[config.mk]
export PLATFORM = sky130hd
export DESIGN_NAME = rst_vec_responder
export DESIGN_NICKNAME = d
export VERILOG_FILES = /design/src/rtl/rvr_pkg.sv /design/src/rtl/rvr_req_sync.sv /design/src/rtl/rvr_pend_arb.sv /design/src/rtl/rvr_ack_ctl.sv /design/src/rtl/rst_vec_responder.sv
export SDC_FILE = /design/constraint.sdc
export NUM_CORES = 1
export LEC_CHECK = 0
export BUFFER_PORTS_ARGS = -buffer_cell sky130_fd_sc_hd__clkbuf_2
export CORE_ASPECT_RATIO = 1.25
export CORE_UTILIZATION = 59
export DETAILED_ROUTE_END_ITERATION = 8
export MAX_ROUTING_LAYER = met4
export PLACE_DENSITY = 0.83
export SYNTH_ARGS = -nofsm -noshare
export SYNTH_HDL_FRONTEND = slang
export SYNTH_HIERARCHICAL = 1
export SYNTH_SLANG_ARGS = --single-unit
export TNS_END_PERCENT = 5
[constraint.sdc]
create_clock -name clk -period 3.25 [get_ports clk]
set_clock_uncertainty 0.15 [all_clocks]
set_input_delay 0.1625 -clock clk [delete_from_list [all_inputs] [get_ports clk]]
set_output_delay 0.1625 -clock clk [all_outputs]
set_load 0.02 [all_outputs]
[src/rtl/rvr_pkg.sv]
package rvr_pkg;
  localparam int unsigned LVL_W = 3;
  typedef logic [LVL_W-1:0] lvl_t;

  function automatic logic [7:0] restart_op(lvl_t lvl);
    return {2'b11, lvl, 3'b111};
  endfunction
endpackage

[src/rtl/rvr_req_sync.sv]
module rvr_req_sync #(
  parameter int unsigned N_SRC       = 8,
  parameter int unsigned SYNC_STAGES = 2
) (
  input  logic             clk,
  input  logic             rst_n,
  input  logic [N_SRC-1:0] req_async,
  output logic [N_SRC-1:0] req_rise
);
  localparam int unsigned LAST = SYNC_STAGES - 1;

  logic [N_SRC-1:0] stg [SYNC_STAGES];
  logic [N_SRC-1:0] prev_q;

  always_ff @(posedge clk or negedge rst_n) begin
    if (!rst_n) begin
      for (int k = 0; k < SYNC_STAGES; k++) stg[k] <= '0;
      prev_q <= '0;
    end else begin
      stg[0] <= req_async;
      for (int k = 1; k < SYNC_STAGES; k++) stg[k] <= stg[k-1];
      prev_q <= stg[LAST];
    end
  end

  assign req_rise = stg[LAST] & ~prev_q;


  rise_single_pulse_chk: assert property (@(posedge clk) disable iff (!rst_n)
    (req_rise != '0) |=> ((req_rise & $past(req_rise)) == '0));
endmodule

[src/rtl/rvr_pend_arb.sv]
module rvr_pend_arb
  import rvr_pkg::*;
#(
  parameter int unsigned N_SRC = 8
) (
  input  logic             clk,
  input  logic             rst_n,
  input  logic [N_SRC-1:0] set_vec,
  input  logic [N_SRC-1:0] clr_vec,
  input  logic             mask_we,
  input  logic [N_SRC-1:0] mask_din,
  output logic             any_live,
  output lvl_t             win_lvl
);
  logic [N_SRC-1:0] pend_q;
  logic [N_SRC-1:0] mask_q;
  logic [N_SRC-1:0] live;

  always_ff @(posedge clk or negedge rst_n) begin
    if (!rst_n) begin
      pend_q <= '0;
      mask_q <= '0;
    end else begin
      pend_q <= (pend_q & ~clr_vec) | set_vec;
      if (mask_we) mask_q <= mask_din;
    end
  end

  assign live     = pend_q & ~mask_q;
  assign any_live = |live;

  always_comb begin
    win_lvl = '0;
    for (int i = 0; i < N_SRC; i++) begin
      if (live[i]) win_lvl = lvl_t'(i);
    end
  end


  pend_drop_only_by_clear_chk: assert property (@(posedge clk) disable iff (!rst_n)
    (($past(pend_q) & ~pend_q & ~$past(clr_vec)) == '0));

  highest_wins_chk: assert property (@(posedge clk) disable iff (!rst_n)
    any_live |-> ((live >> win_lvl) == 1));
endmodule

[src/rtl/rvr_ack_ctl.sv]
module rvr_ack_ctl
  import rvr_pkg::*;
#(
  parameter int unsigned N_SRC = 8
) (
  input  logic             clk,
  input  logic             rst_n,
  input  logic             ack_n,
  input  logic             any_live,
  input  lvl_t             win_lvl,
  output logic [N_SRC-1:0] clr_vec,
  output logic             bus_oe,
  output logic [7:0]       bus_dout
);
  logic ack_q;
  logic held_vld_q;
  lvl_t held_lvl_q;
  logic ack_fall;
  logic ack_rise;
  lvl_t live_lvl;

  assign ack_fall = ack_q & ~ack_n;
  assign ack_rise = ~ack_q & ack_n;
  assign live_lvl = any_live ? win_lvl : lvl_t'(7);

  always_ff @(posedge clk or negedge rst_n) begin
    if (!rst_n) begin
      ack_q      <= 1'b1;
      held_vld_q <= 1'b0;
      held_lvl_q <= '0;
    end else begin
      ack_q <= ack_n;
      if (ack_fall) begin
        held_vld_q <= any_live;
        held_lvl_q <= live_lvl;
      end else if (ack_rise) begin
        held_vld_q <= 1'b0;
      end
    end
  end

  always_comb begin
    clr_vec = '0;
    if (ack_rise && held_vld_q) clr_vec[held_lvl_q] = 1'b1;
  end

  assign bus_oe   = ~ack_n;
  assign bus_dout = restart_op(ack_q ? live_lvl : held_lvl_q);


  opcode_frozen_chk: assert property (@(posedge clk) disable iff (!rst_n)
    (!ack_q && !ack_n) |-> $stable(bus_dout));

  opcode_form_chk: assert property (@(posedge clk) disable iff (!rst_n)
    bus_oe |-> (bus_dout[7:6] == 2'b11 && bus_dout[2:0] == 3'b111));

  single_clear_chk: assert property (@(posedge clk) disable iff (!rst_n)
    $onehot0(clr_vec));
endmodule

[src/rtl/rst_vec_responder.sv]
module rst_vec_responder
  import rvr_pkg::*;
#(
  parameter int unsigned N_SRC       = 8,
  parameter int unsigned SYNC_STAGES = 2
) (
  input  logic             clk,
  input  logic             rst_n,
  input  logic [N_SRC-1:0] dev_req,
  input  logic             mask_we,
  input  logic [N_SRC-1:0] mask_din,
  input  logic             ack_n,
  output logic             irq_pull_low,
  output logic             bus_oe,
  output logic [7:0]       bus_dout
);
  logic [N_SRC-1:0] rise_vec;
  logic [N_SRC-1:0] clr_vec;
  logic             any_live;
  lvl_t             win_lvl;

  rvr_req_sync #(.N_SRC(N_SRC), .SYNC_STAGES(SYNC_STAGES)) u_sync (
    .clk(clk), .rst_n(rst_n), .req_async(dev_req), .req_rise(rise_vec));

  rvr_pend_arb #(.N_SRC(N_SRC)) u_arb (
    .clk(clk), .rst_n(rst_n), .set_vec(rise_vec), .clr_vec(clr_vec),
    .mask_we(mask_we), .mask_din(mask_din), .any_live(any_live), .win_lvl(win_lvl));

  rvr_ack_ctl #(.N_SRC(N_SRC)) u_ack (
    .clk(clk), .rst_n(rst_n), .ack_n(ack_n), .any_live(any_live), .win_lvl(win_lvl),
    .clr_vec(clr_vec), .bus_oe(bus_oe), .bus_dout(bus_dout));

  assign irq_pull_low = any_live;


  bus_released_chk: assert property (@(posedge clk) disable iff (!rst_n)
    (ack_n && $past(ack_n)) |-> !bus_oe);
endmodule

# Yosys cells after proc, flatten, opt, wreduce, memory -nomap -nowiden
# Cells that the tools add are included.
[totals]
reg_bits = 45
latchBits = 0
ram_bits = 0
mem_bits_ro = 0
input_bits = 20
output_inout_bits = 10
mem_count = 0
[classes]
add_sub_neg = 0
mul = 0
div = 0
magnitude_cmp = 2
eq_ne = 0
shifts = 0
n_mux = 14
bitwise_logic = 11
n_reduce_logical = 4
[op_table]
columns = ["cell", "count"]
rows = [
  ["8-bit bitwise AND", 3],
  ["8-bit NOT", 3],
  ["3-bit two-way mux", 6],
  ["8-bit two-way mux", 1],
  ["8-bit OR", 1],
  ["8-bit OR reduction", 1],
  ["3-bit by 4-bit < comparator with 1-bit output, second input constant", 1],
  ["1-bit two-way mux", 4],
  ["2-bit two-way mux", 2],
  ["1-bit demux with 3-bit select", 1],
  ["3-bit by 1-bit >= comparator with 1-bit output, second input constant", 1],
  ["1-bit bitwise AND", 2],
  ["1-bit logical AND", 2],
  ["1-bit NOT", 2],
  ["2-bit nonzero test", 1],
]

# Logic depth before layout (Yosys ltp)
# Gate-level depths: netlist of the first run.
[logic_depth]
ltp_word = 11
depth_mapped = 6
ltp_nobuf = 6

# By module
# Netlist of the first run, hierarchy kept.
[modules_own_cells]
columns = ["module", "instances", "cells_each", "area_each_um2", "seq_area_each_um2"]
rows = [
  ["rvr_pend_arb", 1, 64, 732.0, 400.4],
  ["rvr_req_sync", 1, 32, 710.7, 600.6],
  ["rvr_ack_ctl", 1, 46, 372.9, 126.4],
]

# Least setup slack after synthesis of the first run
# Ideal clock, no wire load.
[synth_path]
kind = "flip-flop to output port"
from = "register u_arb.pend_q[6]"
to = "output bus_dout[3]"
arrival_ns = 1.569
required_time_ns = 2.938
slack_ns = 1.368
path_stages_with_launch = 6
n_path_buf = 0
path_cell_list = "dfrtp_1 > nor2b_1 > nor2_2 > nand4_1 > nor2b_1 > a21oi_1"
[synth_between]
elab_cells_between_ends = 6
[synth_lines]
columns = ["item", "line_no", "rtl"]
rows = [
  ["start: declaration", "rvr_pend_arb.sv:15", "logic [N_SRC-1:0] pend_q;"],
  ["start signal: assignment", "rvr_pend_arb.sv:24", "pend_q <= (pend_q & ~clr_vec) | set_vec;"],
  ["8-bit bitwise AND", "rvr_pend_arb.sv:29", "assign live = pend_q & ~mask_q;"],
  ["8-bit OR reduction", "rvr_pend_arb.sv:30", "assign any_live = |live;"],
  ["named net irq_pull_low", "rst_vec_responder.sv:13", "output logic irq_pull_low,"],
  ["3-bit two-way mux", "rvr_ack_ctl.sv:24", "assign live_lvl = any_live ? win_lvl : lvl_t'(7);"],
  ["3-bit two-way mux", "rvr_ack_ctl.sv:48", "assign bus_dout = restart_op(ack_q ? live_lvl : held_lvl_q);"],
  ["end: declaration", "rst_vec_responder.sv:15", "output logic [7:0] bus_dout"],
]
# The timed path passes the listed nets, and every way through them passes these cells.

# Worst setup path after layout of the first run
[layout_path]
from = "register u_arb.pend_q[6]"
to = "output bus_dout[5]"
[layout_between]
elab_chain_len = 5
elab_cells_between_ends = 6
[layout_rtl]
columns = ["item", "line_no", "rtl"]
rows = [
  ["8-bit bitwise AND *", "rvr_pend_arb.sv:29", ""],
  ["3-bit two-way mux (2 in a row)", "rvr_pend_arb.sv:35", "if (live[i]) win_lvl = lvl_t'(i);"],
  ["3-bit two-way mux *", "rvr_ack_ctl.sv:24", ""],
  ["3-bit two-way mux *", "rvr_ack_ctl.sv:48", ""],
]
# Mark *: on every way between the ends. The rest lies on a longest branch, timed or not.

==> results of run 1 <==
==> where the power goes <==
part / internal, mW / switching (mW)
clock: 0.106 / 0.164
sequential: 0.596 / 0.0303
combinational: 0.0711 / 0.0722
==> metal layers <==
metal,up-vias,global-route usage (%),wire length [um]
met4,0,8.78,44
met5,-,-,0
met3,5,5.71,77
li1,541,-,-
met2,19,32.0,1360
met1,545,24.6,1190
==> logic make-up after synthesis <==
kind of cell | after synthesis | share of synthesized area, %
mux | 5 | 3.93
fa+ha+maj | 2 | 1.38
simple gates | 46 | 18.3
compound gates | 24 | 8.75
other cells | 1 | 0.207
flops | 45 | 62.1
buf+inv | 19 | 5.38
==> placed cells by master, fill, tap and decap left out <==
cell,n
nand2_1,7
nor2_1,13
a22oi_1,1
ha_1,2
a21o_1,7
dfrtp_1,44
a31oi_1,1
a21o_2,1
o31ai_2,1
mux2_4,4
clkbuf_8,1
nand3_2,1
a21oi_2,1
conb_1,5
clkbuf_2,24
nand4_1,1
mux2_2,1
nand2b_1,3
a21oi_1,7
clkbuf_4,5
o21ai_0,4
nor3_2,2
nand3b_4,1
o31ai_1,1
nor2b_4,9
dfstp_2,1
nor2b_1,7
nor2_2,1
clkinv_2,1
clkinv_4,1
inv_1,13
dlygate4sd3_1,18
or2b_1,1
==> registers in the layout, indices dropped and copies added (netlist names) <==
signal	cells
u_ack/ack_q	1
u_ack/held_lvl_q	3
u_ack/held_vld_q	1
u_arb/mask_q	8
u_arb/pend_q	8
u_sync/prev_q	8
u_sync/stg	16
==> area by class of cell <==
| cell class | instances | share of cell area, % |
|---|---|---|
| Sequential cell | 45 | 51.4 |
| Multi-Input combinational cell | 82 | 27.6 |
| Timing Repair Buffer | 42 | 13.7 |
| Clock buffer | 6 | 2.34 |
| Inverter | 13 | 2.23 |
| Tap cell | 36 | 2.05 |
| Clock inverter | 2 | 0.628 |
==> path summary, 6_finish.rpt <==
check                                 endpoint  slack, ns  cells after the start
setup reg to reg           u_ack/held_lvl_q[1]       1.74                      5
max in group asynchronous        u_sync/stg[7]       1.95                      2
hold reg to reg                  u_sync/stg[6]       0.21                      0
setup / recovery                   bus_dout[5]       1.15                      6
min in group asynchronous     u_sync/prev_q[1]       0.36                      2
hold / removal                 u_arb/mask_q[2]       0.07                      3
==> worst register-to-register path, cell delays in order, from the launching register on <==
cell	delay (ns)
dfrtp_1	0.39
nor2b_1	0.28
nor2_1	0.11
nand4_1	0.18
nor2b_1	0.20
a21oi_1	0.09
==> cells in the mapped netlist <==
cell	number
mux2_2	1
nor2_2	1
dfstp_2	1
buf_6	1
a31oi_1	1
nand2_1	7
o31ai_2	1
nor2_1	13
nand3_2	1
a21oi_2	1
nand2b_1	3
o31ai_1	1
o21ai_0	4
nor2b_1	7
nand4_1	1
buf_4	5
a21o_2	1
dfrtp_1	44
a22oi_1	1
conb_1	1
inv_1	13
nor2b_4	9
ha_1	2
nor3_2	2
a21oi_1	7
a21o_1	7
mux2_4	4
nand3b_4	1
or2b_1	1
==> repair_timing <==
| action | 4_1_cts | 5_1_grt |
|---|---|---|
| hold buffers | 18 | 0 |
| hold endpoints to repair | 61 | 0 |
| setup buffers | 0 | 0 |
==> metrics, run 1 <==
largest net degree at the start of global routing 46; final worst slack between 1 and 1.5 ns; # DRC 0; vias in the first global route between 1000 and 1500; htree depth 2; CTS tree yes; Layout fillers around 180; site row count 22; FF-to-FF Start u_arb/mask_q[5]; critical path type flip-flop to primary output; fin crit share 64.6%; GRT Total Usage 20.4%; grt total ovfl 0; Synth Register Bits 45; DRT antenna net count 0; Total Neg Setup Slack 0 ns; Cells after Synth about 140; fin cells 226; Wirelength per Cell 11.8 um; Detail Placement HPWL 1880 um; die width just over 50 um; unrepaired setup endpoints after global routing no; Final GP Congestion roughly 0.84; Ports 30; Critical Path Fanout Max 5; Seq/Total Area, Yosys 62.1%; 1st-pass router iterations 4; design area 2190 um^2; Root Buffer clkbuf_4; cell area after synthesis 1820 um^2; crit path launch u_arb/pend_q[6]; Max Fclk around 480 MHz; CTS resizes 0; Area growth syn-to-layout 20.7%; Final Max Slew Viols 0; first-pass GRT wire length ~4700 um; placement-stage cell area between 1500 and 2000 um^2; Layout Utilization about three quarters; final setup violation count 0; vias per cell 4.91; yosys warns 6; initial antenna violation count 0; leakage around 1 nW; post-place setup slack approximately 1.5 ns; Slew HR around 31%; dpl cells 200; CTS Buf Count 5; status finished, final reports clean; synth unique cells 29; Final #Nets approximately 210; Pwr Total a little over 1 mW; Area contributors post-synth dfrtp_1, nor2b_4, mux2_4; Mapped Avg Cell Area about 13 um^2; final hold violations 0; leading area contributor after synthesis dfrtp_1; antenna fix cells 0; final WL around 2700 um; Hold Path Class primary input to flip-flop; Longest Clk Path Bufs 2; First DRT Iteration DRCs 16; Core ar. 2950 um^2; critical path's top delay family simple AND/OR/NAND/NOR gates; die area 3300 um^2; Worst-path clk slew between 0.1 and 0.15 ns; Peak VDD IR 0.000413 V; Port Buf Inserts 24; insertion delay to the later sink of the worst-skew pair around 0.34 ns; Clock Sink Count 45; Hold WS around 0.068 ns; WP buf/inv 1; total number of vias ~1100; Crit-path slowest cell dfrtp_1; Multi-input gate area between 600 and 700 um^2; worst slew pin tran 1.04 ns; most used cell, CP nor2b_1; Critical Path, Cell by Cell nor2b_1 -> nor2_2 -> nand4_1 -> nor2b_1 -> a21oi_1 -> clkbuf_2; Critical Path RT roughly 3 ns; die height ~64 um; max cap viols 0; Yosys top cell area share approximately 61%; largest stage delay on the critical path about 0.4 ns; Min-Delay Startpoint mask_we; Cell Pwr Density about 470 nW/um^2; Starting Density about three fifths; startpoint types flip-flop; CP endpoint kind primary output; register area ~1100 um^2; critical path arrival ~1.8 ns; crit path time final approximately 2.1 ns; layout cells sized above 1 roughly 29%
No activity file was read; power rests on OpenSTA's default activity.
==> run 2, diff against run 1 <==
- CORE_UTILIZATION: 59 -> 54
- PLACE_DENSITY: 0.83 -> 0.77
- clock period: 3.25 -> 1.99 ns (I/O delays scaled with it)
==> metrics, run 2 (synthesis gave the netlist of run 1 again) <==
CTS Buf Count 5; Layout Utilization approximately 72%; Worst-path clk slew about 0.080 ns; DRT antenna net count 0; max reg flops 16; Critical Path RT about 1.7 ns; critical path type flip-flop to primary output; Longest Clk Path Bufs 2; post-place setup slack approximately 0.35 ns; CP endpoint kind primary output; final worst slack 0.0773 ns; FF-to-FF Start u_arb/pend_q[5]; status finished, final reports clean; worst reg2reg path depth 6; CP Capture Point bus_dout[3]; Ports 30; Max Fclk 523 MHz; initial antenna violation count 0; final hold violations 0; Slew HR 63.6%; fin crit share between 90% and 100%; Root Buffer clkbuf_8; critical path arrival between 1.5 and 2 ns; Final GP Congestion 0.829; vias per cell between 4 and 5; insertion delay to the later sink of the worst-skew pair between 0.2 and 0.3 ns; largest net degree at the start of global routing 46; Wirelength per Cell between 10 and 15 um; die height about 67 um; First DRT Iteration DRCs 19; final WL roughly 3000 um; final setup violation count 0; dpl cells around 200; Reg with most FFs u_sync/stg; Final #Nets 214; htree depth 2; first-pass GRT wire length between 4000 and 5000 um; CTS tree yes; Starting Density between 50% and 60%; Critical Path Fanout Max 5; startpoint types flip-flop; layout cells sized above 1 between 30% and 40%; Cell Pwr Density roughly 820 nW/um^2; fin cells 230; total number of vias about 1100; Core ar. roughly 3200 um^2; antenna fix cells 0; commonest cells after routing, fill and taps aside dfrtp_1, clkbuf_2, dlygate4sd3_1; crit path launch u_arb/pend_q[5]; vias in the first global route 1075; leakage about 1.1 nW; 1st-pass router iterations 4; die area 3600 um^2; Hold Path Class primary input to flip-flop; Final Max Slew Viols 0; site row count 23; commonest non-fill, non-tap cell in the layout dfrtp_1; Reg2Reg Setup Slack around 0.42 ns; max cap viols 0; Area growth syn-to-layout 27.4%; crit path time final between 1.5 and 2 ns; GRT Total Usage around a fifth; R2R Path End u_ack/held_lvl_q[0]; Port Buf Inserts 24; Peak VDD IR ~0.00063 V; # DRC 0; Clock Sink Count 45; die width ~54 um; grt total ovfl 0; Detail Placement HPWL between 1500 and 2000 um; worst slew pin tran between 0.5 and 0.6 ns
==> run 2: cell types whose count changed in the layout (fill, tap and decap cells not counted), moves of 3 or more <==
cell | before | now
a21oi_1 | 7 | 4
a21oi_2 | 1 | 4
buf_4 | 0 | 4
clkbuf_2 | 24 | 21
clkbuf_4 | 5 | 0
clkbuf_8 | 1 | 7
nor2b_1 | 7 | 3
nor2b_4 | 9 | 13
==> run 2: where the power goes <==
part           internal [mW]  switching (mW)
Combinational          0.143           0.132
Sequential             0.974          0.0526
Clock                  0.314           0.286
==> run 2: routing by layer <==
| layer | routed length, um | up-vias | global-route usage, % | share of wire [%] |
|---|---|---|---|---|
| met5 | 0 | - | - | 0 |
| met4 | 62 | 0 | 10.5 | 2.1 |
| met3 | 125 | 6 | 6.16 | 4.2 |
| met2 | 1540 | 27 | 29.5 | 52 |
| met1 | 1260 | 559 | 22.4 | 42 |
| li1 | - | 542 | - | - |
==> run 2: worst min-delay path by stage <==
stage,endpoint,depth (start not counted),start
after floorplan,u_ack/held_lvl_q[0],0,rst_n
after global placement,u_sync/prev_q[7],2,rst_n
after detailed placement,u_sync/stg[13],1,dev_req[5]
after CTS,u_arb/mask_q[1],2,mask_we
after global routing,u_arb/mask_q[1],2,mask_we
final,u_arb/mask_q[1],2,mask_we
==> run 2: layout make-up <==
class	instances	area [um^2]
Timing Repair Buffer	45	338
Inverter	13	48.8
Fill cell	225	881
Tap cell	37	46.3
Clock inverter	1	5.00
Clock buffer	7	96.3
Multi-Input combinational cell	82	652
Sequential cell	45	1130
==> run 2: timing repair <==
| action | CTS | global route |
|---|---|---|
| endpoints found under the hold margin | 61 | 0 |
| hold buffers | 18 | 0 |
| setup buffers | 0 | 2 |
| gates resized for setup | 0 | 20 |
| endpoints found under the setup margin | 0 | 3 |
==> run 2: metrics by stage <==
stage | power (mW) | setup TNS [ns] | cell area (um^2) | hold slack, ns
global route | 1.99 | -0.0983 | 2310 | 0.0954
floorplan | 1.18 | 0 | 1830 | -0.346
global placement | 1.24 | 0 | 1960 | 0.0480
CTS | 1.88 | 0 | 2240 | 0.0658
finish | 1.90 | 0 | 2310 | 0.0705
detailed placement | 1.25 | 0 | 1960 | 0.0591
==> run 2: critical path, cell delays in order (launching register included) <==
cell and delay (ns):
dfrtp_1 0.38, nor2b_1 0.17, nor2_1 0.13, nand4_1 0.20, nor2b_4 0.20, a21oi_2 0.15, buf_6 0.13
